`config.mk`:
```
export PLATFORM = sky130hd
export DESIGN_NAME = eaGen
export DESIGN_NICKNAME = d
export VERILOG_FILES = /design/src/rtl/eaPkg.sv /design/src/rtl/eaDatapath.sv /design/src/rtl/eaControl.sv /design/src/rtl/eaGen.sv
export SDC_FILE = /design/constraint.sdc
export NUM_CORES = 1
export LEC_CHECK = 0
export ABC_CLOCK_PERIOD_IN_PS = 2100
export BUFFER_PORTS_ARGS = -buffer_cell sky130_fd_sc_hd__buf_4
export CORE_MARGIN = 2
export CORE_UTILIZATION = 40
export CTS_CLUSTER_SIZE = 8
export DETAILED_ROUTE_END_ITERATION = 10
export PLACE_DENSITY_LB_ADDON = 0.1
export SKIP_CTS_REPAIR_TIMING = 1
export SYNTH_ARGS = -nofsm -noshare
export SYNTH_HDL_FRONTEND = slang
export SYNTH_SLANG_ARGS = --single-unit
```
`constraint.sdc`:
```
create_clock -name clk -period 2.1 [get_ports clk]
set_clock_uncertainty 0.1 [all_clocks]
set_input_delay 0.105 -clock clk [delete_from_list [all_inputs] [get_ports clk]]
set_output_delay 0.105 -clock clk [all_outputs]
set_load 0.005 [all_outputs]
```
`src/rtl/eaPkg.sv`:
```
package eaPkg;
  localparam int ADDR_W = 16;
  localparam int BYTE_W = ADDR_W / 2;

  localparam logic [2:0] MODE_DIR   = 3'd0;
  localparam logic [2:0] MODE_EXT   = 3'd1;
  localparam logic [2:0] MODE_REL8  = 3'd2;
  localparam logic [2:0] MODE_REL16 = 3'd3;
  localparam logic [2:0] MODE_IDX   = 3'd4;

  typedef enum logic [1:0] {ST_IDLE, ST_RDHI, ST_RDLO, ST_DONE} eaState_t;

  typedef struct packed {
    logic loadPtr;
    logic loadRes;
    logic capHi;
    logic capLo;
    logic ptrNext;
  } eaStrobe_t;
endpackage

```
`src/rtl/eaDatapath.sv`:
```
module eaDatapath
  import eaPkg::*;
#(
  parameter int AW = ADDR_W,
  localparam int BW = AW / 2
) (
  input  logic          clk,
  input  logic          rstN,
  input  eaStrobe_t     strb,
  input  logic          pageWe,
  input  logic [BW-1:0] pageIn,
  input  logic [2:0]    mode,
  input  logic [2:0]    baseSel,
  input  logic [2:0]    offSel,
  input  logic [BW-1:0] opHi,
  input  logic [BW-1:0] opLo,
  input  logic [AW-1:0] pc,
  input  logic [AW-1:0] regX,
  input  logic [AW-1:0] regY,
  input  logic [AW-1:0] regU,
  input  logic [AW-1:0] regS,
  input  logic [BW-1:0] accA,
  input  logic [BW-1:0] accB,
  input  logic [BW-1:0] memData,
  output logic [AW-1:0] memAddr,
  output logic [AW-1:0] eaOut
);
  logic [BW-1:0] pageReg, hiReg;
  logic [AW-1:0] ptrReg, resReg, baseVal, offVal, rawAddr, opWord;

  assign opWord = {opHi, opLo};

  // Index base selection
  always_comb begin
    case (baseSel)
      3'd1:    baseVal = regY;
      3'd2:    baseVal = regU;
      3'd3:    baseVal = regS;
      3'd4:    baseVal = pc;
      default: baseVal = regX;
    endcase
  end

  // Index offset selection, byte offsets sign-extended
  always_comb begin
    case (offSel)
      3'd1:    offVal = {{BW{opLo[BW-1]}}, opLo};
      3'd2:    offVal = opWord;
      3'd3:    offVal = {{BW{accA[BW-1]}}, accA};
      3'd4:    offVal = {{BW{accB[BW-1]}}, accB};
      3'd5:    offVal = {accA, accB};
      default: offVal = '0;
    endcase
  end

  always_comb begin
    case (mode)
      MODE_DIR:   rawAddr = {pageReg, opLo};
      MODE_REL8:  rawAddr = pc + {{BW{opLo[BW-1]}}, opLo};
      MODE_REL16: rawAddr = pc + opWord;
      MODE_IDX:   rawAddr = baseVal + offVal;
      default:    rawAddr = opWord;
    endcase
  end

  always_ff @(posedge clk or negedge rstN) begin
    if (!rstN) begin
      pageReg <= '0;
      hiReg   <= '0;
      ptrReg  <= '0;
      resReg  <= '0;
    end else begin
      if (pageWe)       pageReg <= pageIn;
      if (strb.loadPtr) ptrReg  <= rawAddr;
      if (strb.loadRes) resReg  <= rawAddr;
      if (strb.capHi)   hiReg   <= memData;
      if (strb.capLo)   resReg  <= {hiReg, memData};
    end
  end

  assign memAddr = strb.ptrNext ? ptrReg + AW'(1) : ptrReg;
  assign eaOut   = resReg;
endmodule

```
`src/rtl/eaControl.sv`:
```
module eaControl
  import eaPkg::*;
(
  input  logic      clk,
  input  logic      rstN,
  input  logic      start,
  input  logic      indirect,
  input  logic      memAck,
  output eaStrobe_t strb,
  output logic      memReq,
  output logic      eaValid,
  output logic      busy
);
  eaState_t state, stateNext;

  always_comb begin
    strb      = '0;
    stateNext = state;
    case (state)
      ST_IDLE: if (start) begin
        strb.loadPtr = 1'b1;
        strb.loadRes = !indirect;
        stateNext    = indirect ? ST_RDHI : ST_DONE;
      end
      ST_RDHI: if (memAck) begin
        strb.capHi = 1'b1;
        stateNext  = ST_RDLO;
      end
      ST_RDLO: begin
        strb.ptrNext = 1'b1;
        if (memAck) begin
          strb.capLo = 1'b1;
          stateNext  = ST_DONE;
        end
      end
      default: stateNext = ST_IDLE;
    endcase
  end

  always_ff @(posedge clk or negedge rstN) begin
    if (!rstN) state <= ST_IDLE;
    else       state <= stateNext;
  end

  assign memReq  = (state == ST_RDHI) || (state == ST_RDLO);
  assign eaValid = (state == ST_DONE);
  assign busy    = (state != ST_IDLE);
endmodule

```
`src/rtl/eaGen.sv`:
```
module eaGen
  import eaPkg::*;
(
  input  logic        clk,
  input  logic        rstN,
  input  logic        pageWe,
  input  logic [7:0]  pageIn,
  input  logic        start,
  input  logic [2:0]  mode,
  input  logic        indirect,
  input  logic [2:0]  baseSel,
  input  logic [2:0]  offSel,
  input  logic [7:0]  opHi,
  input  logic [7:0]  opLo,
  input  logic [15:0] pc,
  input  logic [15:0] regX,
  input  logic [15:0] regY,
  input  logic [15:0] regU,
  input  logic [15:0] regS,
  input  logic [7:0]  accA,
  input  logic [7:0]  accB,
  output logic        memReq,
  output logic [15:0] memAddr,
  input  logic        memAck,
  input  logic [7:0]  memData,
  output logic        busy,
  output logic        eaValid,
  output logic [15:0] eaOut
);
  eaStrobe_t strb;

  eaControl uCtrl (
    .clk(clk), .rstN(rstN), .start(start), .indirect(indirect),
    .memAck(memAck), .strb(strb), .memReq(memReq),
    .eaValid(eaValid), .busy(busy)
  );

  eaDatapath #(.AW(ADDR_W)) uPath (
    .clk(clk), .rstN(rstN), .strb(strb), .pageWe(pageWe), .pageIn(pageIn),
    .mode(mode), .baseSel(baseSel), .offSel(offSel), .opHi(opHi), .opLo(opLo),
    .pc(pc), .regX(regX), .regY(regY), .regU(regU), .regS(regS),
    .accA(accA), .accB(accB), .memData(memData), .memAddr(memAddr),
    .eaOut(eaOut)
  );
endmodule

```
Word level (Yosys, flattened, before mapping)
Cells that the tools add are included.
{"block": "totals", "register_bits": 50, "in_bits": 143, "out_inout_bits": 35, "word_cells": 50}
{"block": "classes", "addsub": 4, "eq_ne": 18, "n_mux": 16, "reduce_logical": 7}
{"op": "$pmux W16 S4", "n": 2}
{"op": "$pmux W16 S5", "n": 1}
{"op": "$add A16 B16 Y16", "n": 3}
{"op": "$mux W16", "n": 3}
{"op": "$eq A3 B2 Y1 const B", "n": 6}
{"op": "$add A16 B1 Y16 const B", "n": 1}
{"op": "$mux W2", "n": 7}
{"op": "$eq A3 B3 Y1 const B", "n": 4}
{"op": "$eq A3 B1 Y1 const B", "n": 2}
{"op": "$ne A2 B2 Y1 const B", "n": 3}
{"op": "$pmux W2 S3", "n": 1}
{"op": "$eq A2 B2 Y1 const B", "n": 2}
{"op": "$reduce_bool A2 Y1", "n": 2}
{"op": "$logic_not A3 Y1", "n": 1}
{"op": "$reduce_and A3 Y1", "n": 1}
{"op": "$eq A2 B1 Y1 const B", "n": 1}
{"op": "$logic_not A2 Y1", "n": 1}
{"op": "$mux W1", "n": 2}
{"op": "$logic_not A1 Y1", "n": 1}
{"op": "$logic_or A1 B1 Y1", "n": 1}

Longest topological paths before layout
Gate-level depths: netlist of run 1.
{"block": "depth", "ltp_word": 6, "mapped_depth": 16}

Hierarchy
From an unflattened synthesis of run 1, not the netlist that was laid out.
{"block": "unflattened", "cells_unflattened": 675, "area_unflattened_um2": 5580.4}
{"mod": "eaDatapath", "instances": 1, "cells_per_inst": 654, "area_each_um2": 5370.2}
{"mod": "eaControl", "instances": 1, "cells_per_inst": 21, "area_each_um2": 210.2}

Worst setup path after synthesis of run 1
No wires, ideal clock.
{"block": "synth_timing", "path_type": "input port to flip-flop", "from": "in baseSel[0]", "to": "reg uPath.resReg[12], in the netlist uPath.eaOut[12]", "setup_time_ps": 126, "arrival_time_ps": 2991, "required_time_ps": 1874, "slack_ps": -1117, "stages": 15, "n_path_buf": 2, "path_cell_list": "clkbuf_1 clkbuf_1 mux4_2 nor2_1 a21oi_1 ha_1 fa_1 a21o_1 a21oi_1 o21ai_1 nand4_1 a21oi_1 xor2_1 a211oi_1 o21ai_1"}
{"block": "synth_between", "elab_chain_cells": 6}
{"element": "start: declaration", "line": "eaGen.sv:11", "text": "input logic [2:0] baseSel,"}
{"element": "$eq A3 B3 Y1 (tied with other cells)", "line": "eaDatapath.sv:35", "text": "case (baseSel)"}
{"element": "$pmux W16 S4 (*)", "line": "eaDatapath.sv:35"}
{"element": "$add A16 B16 Y16 (*)", "line": "eaDatapath.sv:61", "text": "MODE_IDX: rawAddr = baseVal + offVal;"}
{"element": "$pmux W16 S4 (*)", "line": "eaDatapath.sv:57", "text": "case (mode)"}
{"element": "$mux W16 (*)", "line": "eaDatapath.sv:75", "text": "if (strb.loadRes) resReg <= rawAddr;"}
{"element": "$mux W16 (*)", "line": "eaDatapath.sv:77", "text": "if (strb.capLo) resReg <= {hiReg, memData};"}
{"element": "end signal: assignment", "line": "eaDatapath.sv:75"}
{"element": "end signal: assignment", "line": "eaDatapath.sv:77"}
{"element": "end: declaration", "line": "eaDatapath.sv:29", "text": "logic [AW-1:0] ptrReg, resReg, baseVal, offVal, rawAddr, opWord;"}
Every way passes the cells marked *; elsewhere a longest branch is shown, timed or not. The select of a mux whose other input is x is not followed.
A chain may end at the register's enable or synchronous reset.

Worst setup path in the final report of run 1
{"block": "layout_timing", "from": "in baseSel[1]", "to": "reg uPath.ptrReg[11]"}
{"block": "layout_between", "elab_chain_cells": 4}
{"element": "$eq A3 B3 Y1 (tied with other cells)", "line": "eaDatapath.sv:35"}
{"element": "$pmux W16 S4 (*)", "line": "eaDatapath.sv:35"}
{"element": "$add A16 B16 Y16 (*)", "line": "eaDatapath.sv:61"}
{"element": "$pmux W16 S4 (*)", "line": "eaDatapath.sv:57"}
{"element": "end signal: assignment", "line": "eaDatapath.sv:74", "text": "if (strb.loadPtr) ptrReg <= rawAddr;"}
{"element": "end: declaration", "line": "eaDatapath.sv:29"}
Every way passes the cells marked *; elsewhere a longest branch is shown, timed or not.

==> results of run 1 <==
[cells by family after synthesis]
| logic type | after synthesis | synth area share, % |
|---|---|---|
| AOI/OAI and AO/OA | 247 | 30.0 |
| xor gates and xnor gates | 37 | 5.95 |
| DFF | 50 | 23.0 |
| buffers and inverters | 49 | 3.93 |
| muxes | 51 | 11.6 |
| adders and majority gates | 37 | 8.78 |
| and+or+nand+nor | 191 | 16.8 |
[final cells by class]
type	count	area (um^2)	area share (%)
Clock buffer	6	139	1.48
Multi-Input combinational cell	563	4540	48.3
Sequential cell	50	1250	13.3
Timing Repair Buffer	402	3180	33.8
Inverter	13	48.8	0.519
Clock inverter	2	17.5	0.186
Tap cell	176	220	2.34
[final timing paths]
path / from / end / slack, ns / cells after the start
min in group asynchronous: rstN / uPath.pageReg[4] / 0.27 / 2
worst max register to register: uCtrl.state[1] / uPath.eaOut[10] / 0.16 / 6
worst min register to register: uPath.hiReg[4] / uPath.eaOut[12] / 0.40 / 2
worst max-delay path: baseSel[1] / uPath.ptrReg[11] / -0.63 / 13
max in group asynchronous: rstN / uPath.ptrReg[3] / 1.17 / 2
worst min-delay path: pageWe / uPath.pageReg[2] / 0.02 / 2
[layer usage]
metal | wire length [um] | vias up | GRT usage (%)
met5 | 0 | - | 0
met4 | 588 | 0 | 8.65
met3 | 972 | 39 | 2.64
met2 | 11300 | 239 | 50.3
met1 | 9330 | 3198 | 35.2
li1 | - | 3256 | -
[cells in the final DEF, fill, tap and decap left out, drive strengths merged, types with 4 or more instances in the layout]
master	synthesis	routed
o221ai	6	6
mux2i	18	18
mux4	7	7
ha	35	35
nand3	9	9
clkbuf	22	7
a31oi	5	5
a211oi	7	7
buf	14	384
a221o	6	6
dlygate4sd3	0	17
a31o	7	7
xor2	14	14
nand2b	19	19
o31ai	6	6
xnor2	23	23
a311oi	4	4
inv	13	13
o22ai	6	6
o21ai	73	73
mux2	26	26
nor2b	9	9
or3	4	4
nand4	6	6
a221oi	14	14
nand2	66	66
o211ai	4	4
a21boi	4	4
a22oi	9	9
and3	12	12
o311ai	8	8
nor2	49	49
nor3	7	7
a21o	11	11
dfrtp	50	50
a21oi	62	62
[power by group through the flow]
stage	Sequential [mW]	Combinational, mW	Clock, mW
finish	1.77	4.01	0.843
global route	1.81	4.33	0.895
CTS	1.74	3.51	0.847
detailed placement	1.76	3.49	0
global placement	1.74	3.41	0
floorplan	1.64	1.79	0
[cells in the mapped netlist, drive strengths merged, types with 4 or more instances]
library cell  number
o21ai             73
nand2             66
a21oi             62
dfrtp             50
nor2              49
ha                35
mux2              26
xnor2             23
clkbuf            22
nand2b            19
mux2i             18
a221oi            14
buf               14
xor2              14
inv               13
and3              12
a21o              11
a22oi              9
nand3              9
nor2b              9
o311ai             8
a211oi             7
a31o               7
mux4               7
nor3               7
a221o              6
nand4              6
o221ai             6
o22ai              6
o31ai              6
a31oi              5
a21boi             4
a311oi             4
o211ai             4
or3                4
[sequential cells by signal, summed over array words and instances, names as in the netlist]
register / cells
uPath.eaOut: 16
uPath.ptrReg: 16
uPath.hiReg: 8
uPath.pageReg: 8
uCtrl.state: 2
[through the flow]
stage / cells / TNS [ns] / utilization (%) / hold WS, ns / instance area (um^2)
floorplan: 662 / -13.14 / - / -0.291 / 5580
finish: 1212 / -11.39 / 70.9 / 0.0243 / 9390
global route: 1212 / -14.92 / 70.9 / 0.0501 / 9390
CTS: 1169 / -17.90 / 64.0 / -0.247 / 8470
detailed placement: 1161 / -26.20 / 62.8 / 0.0596 / 8320
global placement: 1161 / -24.06 / 62.8 / 0.0539 / 8320
[critical path: stages]
cell and delay [ns]:
buf_12 0.10, mux4_2 0.51, nor2_2 0.14, a21oi_2 0.05, ha_1 0.31, a211oi_2 0.28, o21bai_2 0.14, buf_4 0.15
o211a_1 0.21, or3_1 0.32, a31oi_2 0.17, a21oi_2 0.07, mux2_2 0.27
==> flow_summary.json, run 1 <==
{
  "h-tree-depth": 2,
  "final-hold-violation-count": 0,
  "net_switching_component_of_the_power_mw": 2.60,
  "dp_slack_ns": -1.33,
  "min-delay-path-class": "in2reg",
  "ys_top_cells_by_area": "dfrtp_1, ha_1, o21ai_0, a21oi_1, mux2_2",
  "synthToLayoutAreaGrowth_pct": 72.6,
  "rsz0062_at_grt": "true",
  "routed_wire_length_per_instance_um": 18.3,
  "tritoncts": "yes",
  "first_global_vias": 6378,
  "dp_hpwl_mm": 18.0,
  "synth.largest_area_cell": "dfrtp_1",
  "num_antenna_cells": 0,
  "synth.top_cell.area_share_pct": 23.0,
  "clockBufferDepth": 2,
  "drc": 0,
  "worstPathMaxFanout": 6,
  "grt_first_pass_wirelength_mm": 32.0,
  "power-per-cell-area_nw_per_um2": 705,
  "async_reset_ff_share_pct": 100,
  "worstPathArrival_ns": 2.82,
  "initial_core_util_pct": 41.1,
  "clock_sink_count": 50,
  "timing_worst_setup_path_type": "in2reg",
  "gp_routability_congestion": 0.899,
  "number_of_synthesized_flops_with_an_enable_pin": 0,
  "timing.final.crit_share_pct": 130,
  "grt_max_degree": 51,
  "port_buffers": 177,
  "setup_slack_ns": -0.632,
  "final_net_count": 1215,
  "cap_violations": 0,
  "synth.ff_latch_count": 50,
  "clockRootBuffer": "clkbuf_16",
  "dieArea_um2": 14600,
  "fp.coreArea_um2": 13200,
  "syn_area_per_cell_um2": 8.22,
  "drv_slew": 0,
  "synth.lib_cells_used.distinct": 67,
  "globalRouteOverflowTotal": 0,
  "outcome": "finished, violations left",
  "finalSetupViolCount": 27,
  "pwr-share-clk_pct": 12.7,
  "cp-end-kind": "flip-flop",
  "cp_data_required_time_ns": 2.19,
  "worst_vdd_rail_ir_drop_v": 0.000483,
  "drtAntennaViolNets": 0,
  "timing.fmax_mhz": 366,
  "cell_internal_power_dissipation_mw": 4.02,
  "vias_per_cell": 5.55,
  "share_seq_of_total_power_pct": 26.7,
  "final.fill_count": 1065,
  "worst_pin_slew_ns": 0.629,
  "slew_headroom_pct": 58.1,
  "routed_wirelength_mm": 22.2,
  "syn_area_um2": 5440,
  "combinational_power_share_pct": 60.6,
  "switching_share_of_total_power_pct": 39.2,
  "finalPower_mw": 6.62,
  "die_height_um": 121,
  "routed_via_count": 6732,
  "placementRows": 42,
  "iteration_0_drc_markers": 286,
  "groute.usage.overall_pct": 28.0,
  "cts_inserted_buffers": 5,
  "cp-start-kind": "primary input",
  "worstSkewPairLatency_ns": 0.30,
  "synth_top_flop_cell": "dfrtp_1",
  "violations": "setup timing",
  "synth_sequential_area_ratio_pct": 23.0,
  "chipWidth_um": 121,
  "cts.reportedPaths.clkPinSlew_ns": 0.07,
  "finalCriticalPeriod_ns": 2.73,
  "io_pins": 178,
  "drive_gt1_share_pct": 51.9,
  "cellLeakagePower_nw": 4.42,
  "number_of_nets_produced_by_synthesis": 842,
  "number_of_warnings_printed_during_yosys_synthesis": 0,
  "firstDrtPassIters": 5,
  "post_synth_inst_count": 662,
  "antenna_found_initial": 0
}
Power figures use the tool's default switching activity.
==> run 2: changes to the inputs <==
--- a/config.mk
+++ b/config.mk
@@ -7,8 +7,10 @@
 export LEC_CHECK = 0
 export ABC_CLOCK_PERIOD_IN_PS = 2100
 export BUFFER_PORTS_ARGS = -buffer_cell sky130_fd_sc_hd__buf_4
+export CELL_PAD_IN_SITES_DETAIL_PLACEMENT = 0
+export CELL_PAD_IN_SITES_GLOBAL_PLACEMENT = 1
 export CORE_MARGIN = 2
-export CORE_UTILIZATION = 40
+export CORE_UTILIZATION = 38
 export CTS_CLUSTER_SIZE = 8
 export DETAILED_ROUTE_END_ITERATION = 10
 export PLACE_DENSITY_LB_ADDON = 0.1
==> run 2 against run 1 <==
The flow finishes with violations (hold timing, setup timing). Sequential power about the same. Power decreased by 2.6%. Core utilization decreased by 4.1 points. Register-to-register slack got worse by 0.20 ns. Routed wire length decreased by 1.5%. Flip-flop and latch count unchanged. Sequential share of layout area increased by 0.10 points. Via count decreased by 0.86%. Cell count about the same. First-iteration DRC count increased by 14%. Design area decreased by 0.85%. Critical endpoint is now uPath.eaOut[13]. Largest cell class unchanged.
==> flow_summary.json, run 2 (synthesis gave the netlist of run 1 again) <==
{
  "routed_wire_length_per_instance_um": 18.1,
  "dieArea_um2": 15300,
  "timing.hold.worst.start": "pageWe",
  "cap_violations": 0,
  "outcome": "finished, violations left",
  "finalCriticalPeriod_ns": 2.70,
  "chipWidth_um": 124,
  "gp_routability_congestion": 0.999,
  "cp_data_required_time_ns": 2.18,
  "cellLeakagePower_nw": 4.34,
  "r2r-end": "uPath.eaOut[10]",
  "rsz0062_at_grt": "true",
  "worstPathArrival_ns": 2.78,
  "final_net_count": 1210,
  "finalPower_mw": 6.45,
  "cp-start-kind": "primary input",
  "final-hold-violation-count": 1,
  "h-tree-depth": 2,
  "worst_reg_to_reg_setup_slack_ns": -0.04,
  "drive_gt1_share_pct": 52.0,
  "dp_hpwl_mm": 17.9,
  "final_cell_count_no_fill": 1211,
  "cp-end-kind": "flip-flop",
  "drv_slew": 0,
  "routed_via_count": 6674,
  "grt_first_pass_wirelength_mm": 33.1,
  "fp.coreArea_um2": 13900,
  "routed_wirelength_mm": 21.9,
  "die_height_um": 124,
  "worst_vdd_rail_ir_drop_v": 0.000455,
  "rr_worst_depth": 6,
  "synthToLayoutAreaGrowth_pct": 71.1,
  "final_common_cell": "buf_4",
  "clockRootBuffer": "clkbuf_16",
  "iteration_0_drc_markers": 326,
  "tritoncts": "yes",
  "first_global_vias": 6495,
  "worstSkewPairLatency_ns": 0.29,
  "drc": 0,
  "clock_sink_count": 50,
  "antenna_found_initial": 0,
  "drtAntennaViolNets": 0,
  "worstPathMaxFanout": 8,
  "groute.usage.overall_pct": 27.6,
  "fin_setup_tns_ns": -12.90,
  "timing.hold.worst_path_depth": 2,
  "timing.final.crit_share_pct": 129,
  "port_buffers": 177,
  "finalSetupViolCount": 31,
  "placementRows": 43,
  "combinational_power_share_pct": 60.4,
  "worst_pin_slew_ns": 0.733,
  "setup_slack_ns": -0.604,
  "final.fill_count": 1183,
  "r2r-start": "uCtrl.state[1]",
  "pwr-share-clk_pct": 12.4,
  "num_antenna_cells": 0,
  "fin_worst_hold_slack_ns": -0.00501,
  "net_switching_component_of_the_power_mw": 2.53,
  "initial_core_util_pct": 39.1,
  "io_pins": 178,
  "switching_share_of_total_power_pct": 39.2,
  "min-delay-path-class": "in2reg",
  "power-per-cell-area_nw_per_um2": 692,
  "violations": "hold timing, setup timing",
  "cts_inserted_buffers": 5,
  "grt_max_degree": 51,
  "cts.reportedPaths.clkPinSlew_ns": 0.07,
  "cell_internal_power_dissipation_mw": 3.92,
  "timing.fmax_mhz": 370,
  "firstDrtPassIters": 5,
  "timing_worst_setup_path_type": "in2reg",
  "share_seq_of_total_power_pct": 27.3,
  "worstHoldEndpoint": "uPath.pageReg[2]",
  "slew_headroom_pct": 50.8,
  "placed_cells_incl_taps": 1172,
  "layout.cells.most_common_list": "buf_4, nand2_1, dfrtp_1",
  "clockBufferDepth": 2,
  "globalRouteOverflowTotal": 0,
  "vias_per_cell": 5.51
}
run 2: power groups by stage:
stage / registers [mW] / logic [mW] / clock network [mW]
2_1_floorplan: 1.64 / 1.79 / 0
3_3_place_gp: 1.73 / 3.39 / 0
3_5_place_dp: 1.75 / 3.46 / 0
4_1_cts: 1.74 / 3.48 / 0.809
5_1_grt: 1.80 / 4.26 / 0.848
6_report: 1.76 / 3.89 / 0.797
run 2: layer usage:
layer	up-vias	share of wire (%)	global-route usage (%)
li1	3242	-	-
met1	3177	42	35.0
met2	226	51	49.9
met3	29	4.9	2.47
met4	0	2.2	7.81
met5	-	0	0
run 2: how the worst max path moves through the flow:
stage	start	endpoint	slack [ns]	depth (start not counted)
6_report	offSel[1]	uPath.eaOut[13]	-0.60	15
5_1_grt	baseSel[1]	uPath.eaOut[10]	-0.72	15
4_1_cts	baseSel[1]	uPath.ptrReg[7]	-0.80	18
3_5_place_dp	baseSel[1]	uPath.ptrReg[12]	-1.10	16
3_3_place_gp	baseSel[1]	uPath.ptrReg[12]	-1.08	16
2_1_floorplan	baseSel[1]	uPath.ptrReg[9]	-0.66	14
run 2: final cells by class:
class                      count  area [um^2]  area share, %
inverter                      13         48.8          0.524
multi-input combinational    563         4550           48.8
tap                          180          225           2.42
clock buffer                   5          125           1.34
sequential                    50         1250           13.4
timing repair buffer         397         3100           33.2
clock inverter                 3         21.3          0.228
run 2: per-stage QoR:
step | worst slack [ns] | utilization [%] | cell area, um^2
detailed placement | -1.10 | 59.9 | 8350
CTS | -0.803 | 61.0 | 8500
global placement | -1.08 | 59.9 | 8350
global route | -0.722 | 66.8 | 9310
floorplan | -0.664 | - | 5580
finish | -0.604 | 66.8 | 9310
run 2: worst max-delay path, cell delays in order:
cell and delay, ns:
buf_4 0.14, nor2b_1 0.12, buf_4 0.16, buf_4 0.14
nor2b_4 0.14, a221o_1 0.38, ha_4 0.29, and3_1 0.19
nor2b_2 0.18, buf_4 0.13, a21oi_2 0.05, mux2i_2 0.15
a221oi_2 0.31, a21oi_1 0.10, a21o_1 0.17
